### src/rtl/fex_pkg.sv
package fex_pkg;

    typedef enum logic [5:0] {
        ST_FETCH  = 6'b000001,
        ST_DECODE = 6'b000010,
        ST_OPRD   = 6'b000100,
        ST_EXEC   = 6'b001000,
        ST_STORE  = 6'b010000,
        ST_HALT   = 6'b100000
    } fex_state_e;

    typedef struct packed {
        logic rd_operand;
        logic wr_result;
        logic halt;
    } fex_dec_t;

endpackage

### src/rtl/fex_decode.sv
module fex_decode
    import fex_pkg::*;
#(
    parameter int OPC_W = 4
) (
    input  logic [OPC_W-1:0] opc,
    output fex_dec_t         dec
);
    logic is_halt;

    always_comb begin
        is_halt        = &opc;
        dec.halt       = is_halt;
        dec.rd_operand = opc[0] & ~is_halt;
        dec.wr_result  = opc[1] & ~is_halt;
    end
endmodule

### src/rtl/fex_mem_port.sv
module fex_mem_port
    import fex_pkg::*;
#(
    parameter int ADDR_W = 12,
    parameter int DATA_W = 16
) (
    input  fex_state_e        st,
    input  logic [ADDR_W-1:0] ip,
    input  logic [ADDR_W-1:0] field_addr,
    input  logic [DATA_W-1:0] result,
    output logic [ADDR_W-1:0] addr,
    output logic              rd,
    output logic              wr,
    output logic [DATA_W-1:0] wdata
);
    always_comb begin
        addr  = '0;
        rd    = 1'b0;
        wr    = 1'b0;
        wdata = result;
        case (st)
            ST_FETCH: begin
                addr = ip;
                rd   = 1'b1;
            end
            ST_OPRD: begin
                addr = field_addr;
                rd   = 1'b1;
            end
            ST_STORE: begin
                addr = field_addr;
                wr   = 1'b1;
            end
            default: ;
        endcase
    end
endmodule

### src/rtl/fex_sequencer.sv
module fex_sequencer
    import fex_pkg::*;
#(
    parameter int DATA_W = 16,
    parameter int ADDR_W = 12
) (
    input  logic                     clk,
    input  logic                     rst,
    output logic [ADDR_W-1:0]        mem_addr,
    output logic                     mem_rd,
    output logic                     mem_wr,
    output logic [DATA_W-1:0]        mem_wdata,
    input  logic [DATA_W-1:0]        mem_rdata,
    input  logic                     mem_ready,
    output logic                     alu_go,
    output logic [DATA_W-ADDR_W-1:0] alu_opcode,
    output logic [DATA_W-1:0]        alu_operand,
    input  logic                     alu_done,
    input  logic [DATA_W-1:0]        alu_result,
    output logic [ADDR_W-1:0]        ip,
    output logic [5:0]               state
);
    localparam int OPC_W = DATA_W - ADDR_W;

    typedef struct packed {
        fex_state_e        st;
        logic [ADDR_W-1:0] ip;
        logic [DATA_W-1:0] ir;
        logic [DATA_W-1:0] opnd;
        logic [DATA_W-1:0] res;
    } seq_t;

    localparam seq_t SEQ_RST = '{st: ST_FETCH, ip: '0, ir: '0, opnd: '0, res: '0};

    seq_t     seq_d, seq_q;
    fex_dec_t dec;

    fex_decode #(.OPC_W(OPC_W)) i_decode (
        .opc (seq_q.ir[DATA_W-1 -: OPC_W]),
        .dec (dec)
    );

    fex_mem_port #(.ADDR_W(ADDR_W), .DATA_W(DATA_W)) i_mem_port (
        .st         (seq_q.st),
        .ip         (seq_q.ip),
        .field_addr (seq_q.ir[ADDR_W-1:0]),
        .result     (seq_q.res),
        .addr       (mem_addr),
        .rd         (mem_rd),
        .wr         (mem_wr),
        .wdata      (mem_wdata)
    );

    // Next-state and datapath selection for all phases.
    always_comb begin
        seq_d = seq_q;
        case (seq_q.st)
            ST_FETCH: begin
                if (mem_ready) begin
                    seq_d.ir = mem_rdata;
                    seq_d.ip = seq_q.ip + 1'b1;
                    seq_d.st = ST_DECODE;
                end
            end
            ST_DECODE: begin
                if (dec.halt)            seq_d.st = ST_HALT;
                else if (dec.rd_operand) seq_d.st = ST_OPRD;
                else                     seq_d.st = ST_EXEC;
            end
            ST_OPRD: begin
                if (mem_ready) begin
                    seq_d.opnd = mem_rdata;
                    seq_d.st   = ST_EXEC;
                end
            end
            ST_EXEC: begin
                if (alu_done) begin
                    seq_d.res = alu_result;
                    seq_d.st  = dec.wr_result ? ST_STORE : ST_FETCH;
                end
            end
            ST_STORE: begin
                if (mem_ready) seq_d.st = ST_FETCH;
            end
            ST_HALT: seq_d.st = ST_HALT;
            default: seq_d.st = ST_FETCH;
        endcase
    end

    always_ff @(posedge clk) begin
        if (rst) seq_q <= SEQ_RST;
        else     seq_q <= seq_d;
    end

    always_comb begin
        alu_go      = (seq_q.st == ST_EXEC);
        alu_opcode  = seq_q.ir[DATA_W-1 -: OPC_W];
        alu_operand = seq_q.opnd;
        ip          = seq_q.ip;
        state       = seq_q.st;
    end
endmodule

### config.mk
export PLATFORM = sky130hd
export DESIGN_NAME = fex_sequencer
export DESIGN_NICKNAME = d
export VERILOG_FILES = /design/src/rtl/fex_pkg.sv /design/src/rtl/fex_decode.sv /design/src/rtl/fex_mem_port.sv /design/src/rtl/fex_sequencer.sv
export SDC_FILE = /design/constraint.sdc
export NUM_CORES = 1
export LEC_CHECK = 0
export CORE_ASPECT_RATIO = 0.9
export CORE_MARGIN = 3
export CORE_UTILIZATION = 56
export DETAILED_ROUTE_END_ITERATION = 10
export DONT_BUFFER_PORTS = 1
export GPL_TIMING_DRIVEN = 0
export PLACE_DENSITY = 0.8
export SLEW_MARGIN = 20
export SYNTH_ARGS = -nofsm -noshare
export SYNTH_HDL_FRONTEND = slang
export SYNTH_SLANG_ARGS = --single-unit
### constraint.sdc
create_clock -name clk -period 2.15 [get_ports clk]
set_clock_uncertainty 0.2 [all_clocks]
set_input_delay 0.215 -clock clk [delete_from_list [all_inputs] [get_ports clk]]
set_output_delay 0.215 -clock clk [all_outputs]
set_load 0.005 [all_outputs]
==> out/summary.txt <==
status: finished, violations left
failing checks: setup timing
DRC viols: 0
maxcap violations: 0
Non-Filler Instances: 471
Slew headroom: 61.9%
Worst EP required: 1740 ps
Leakage: 1.28 nW
grt peak-use layer: met2
Worst-Margin Slew: 571 ps
cell count after synthesis: 346
clk buf depth: 2
endpoints failing setup: 21
DRT antenna net count: 0
Synth-to-Final Area Change: 33.6%
pin count of the biggest net entering global routing: 12
Slew Viols, Final: 0
syn avg cell area: 7.93 µm²
CTS Buf Count: 9
vias in the first global route: 2,594
Vias/cell: 5.83
EDFF count, synth: 0
clk root buf: clkbuf_8
met1 Use GR: 34.3%
ys flop type: dfxtp_1
crit path capture type: primary output
TritonCTS clock tree: done
Total Negative Setup Slacks: -2530 ps
floorplan core area: 0.00458 mm²
total routing usage reported by global routing: 27.6%
crit-path max FO: 7
startpoint types: flip-flop
Tmin final: 2310 ps
DR WL/cell: 17.1 µm
GR Layer Usage met3: 9.31%
Peak VDD IR: 643 µV
sequential-to-total area share from yosys stat: 48.2%
fin crit share: 107%
Mapped Area: 0.00274 mm²
nets: 441
hold crit path type: in -> reg
slack of the critical path: -161 ps
initial antenna violation count: 0
die width: 79.8 µm
FP Rows: 23
grt total ovfl: 0
total power: 0.00275 W
dpl cells: 408
CP Data Arrival Time: 1900 ps
Yosys reg bits: 66
die height: 72.4 µm
RSZ-0062 raised after global routing: yes
Clock Sinks: 66
DP HPWL: 5170 µm
final hold vios: 0
fraction of layout cells with a size suffix above 1: 15.4%
final wirelength: 8070 µm
die area: 0.00577 mm²
Synth cell types: 33
clk_lat worst skew: 340 ps
fmax: 0.433 GHz
PortBufs: 0
asr flop ratio synth: 0%
I/O pin cnt: 105
Starting Density: 59.9%
Pwr Density: 751 mW/mm²
met2 Use GR: 46.1%
Setup Crit Path Kind: reg -> out
Initial DRT Pass Iterations: 6
Worst-path clk slew: 70 ps
Iteration-0 DRC Markers: 204
routability congestion estimate: 0.909
H-tree depth: 3
Vias: 2,747
Syn. warnings: 0
n_diodes: 0
first-pass GRT wire length: 12,500 µm
Post-Synthesis Net Count: 383
==> worst max-delay path: stages (launching register included) <==
cell     delay, ps
dfxtp_1        380
or4_4          630
nor2_4         240
buf_8          140
a22o_1         160
==> registers in the layout (all words and copies together), names as in the netlist <==
register / flops
seq_q: 28
state: 6
alu_opcode: 4
alu_operand: 16
ip: 12
==> timing repair <==
action                                  4_1_cts  5_1_grt
endpoints found under the hold margin        55        0
pin swaps                                    15       13
endpoints found under the setup margin       60       43
hold buffers                                 33        0
gates resized for setup                      29       27
setup buffers                                 8        8
cloned                                        1        0
==> layout make-up <==
class / count / area [µm²]
multi-input cells: 253 / 1420
flip-flops and latches: 66 / 1320
fillers: 297 / 911
repair buffers: 50 / 488
clock buffers: 11 / 141
plain buffers: 21 / 129
clock inverters: 5 / 77.6
well taps: 62 / 77.6
inverters: 3 / 11.3
==> path summary, 6_finish.rpt <==
path / startpoint / to / slack, ps / depth (start not counted)
max: state[1] / mem_addr[1] / -160 / 4
min: mem_ready / alu_operand[1] / 2 / 3
max reg2reg: state[1] / ip[10] / -140 / 4
min reg2reg: seq_q[42] / seq_q[42] / 260 / 2
==> power by group <==
group	switching, W	internal [W]	total (W)
logic	0.000165	0.000151	0.000316
registers	0.0000400	0.00125	0.00129
clock network	0.000461	0.000681	0.00114
total	0.000666	0.00209	0.00275
==> metal layers <==
metal	part of all wire [%]	vias up
li1	-	1325
met1	42	1288
met2	49	121
met3	8.4	13
met4	1.3	0
met5	0	-
==> synth_stat cells, types with 4 or more instances <==
master	instances	area (µm²)
nor4_1	4	25.0
nor3_1	4	20.0
nand3_1	23	115
nor2_1	8	30.0
nand2_1	89	334
a21oi_1	59	295
clkbuf_1	22	82.6
o21ai_0	12	60.1
dfxtp_1	66	1320
or3_1	8	50.1
nand4_1	4	25.0
a22o_1	11	96.3
==> cells in the final DEF, fill, tap and decap left out, drive strengths merged, types with 2 or more instances in the layout <==
| master | synthesis | routed |
|---|---|---|
| nand2b | 3 | 3 |
| nand4 | 4 | 4 |
| dfxtp | 66 | 66 |
| nand2 | 89 | 89 |
| bufinv | 0 | 2 |
| or4 | 4 | 4 |
| nor3b | 2 | 2 |
| nand3 | 23 | 23 |
| nor2 | 8 | 8 |
| or3 | 8 | 8 |
| a21oi | 59 | 59 |
| buf | 2 | 21 |
| and3 | 2 | 2 |
| a221oi | 2 | 2 |
| nor2b | 3 | 3 |
| inv | 3 | 3 |
| nor3 | 5 | 5 |
| dlygate4sd3 | 0 | 33 |
| a22o | 11 | 11 |
| clkbuf | 22 | 28 |
| nor4 | 4 | 4 |
| clkinv | 0 | 2 |
| xnor2 | 3 | 3 |
| o21ai | 12 | 12 |
| xor2 | 2 | 2 |
==> stage by stage <==
| stage | hold slack (ps) | worst slack (ps) | cell area, µm² | util (%) |
|---|---|---|---|---|
| after floorplan | 151 | -114 | 2750 | - |
| after global placement | 152 | -345 | 2830 | 61.7 |
| after detailed placement | 158 | -361 | 2830 | 61.7 |
| after CTS | 51.3 | -157 | 3540 | 77.4 |
| after global routing | 5.89 | -227 | 3660 | 80.1 |
| final | 2.15 | -161 | 3660 | 80.1 |
==> kinds of logic (layout without fill, tap and decap cells) <==
| group | count (synthesis) | after routing | share of synthesized area [%] |
|---|---|---|---|
| buf+inv | 27 | 90 | 4.24 |
| flops | 66 | 66 | 48.2 |
| fa+ha+maj | 1 | 1 | 0.456 |
| simple gates | 158 | 158 | 26.9 |
| xor+xnor | 5 | 5 | 1.60 |
| compound gates | 89 | 89 | 18.6 |
(Power assumes the default switching activity.)
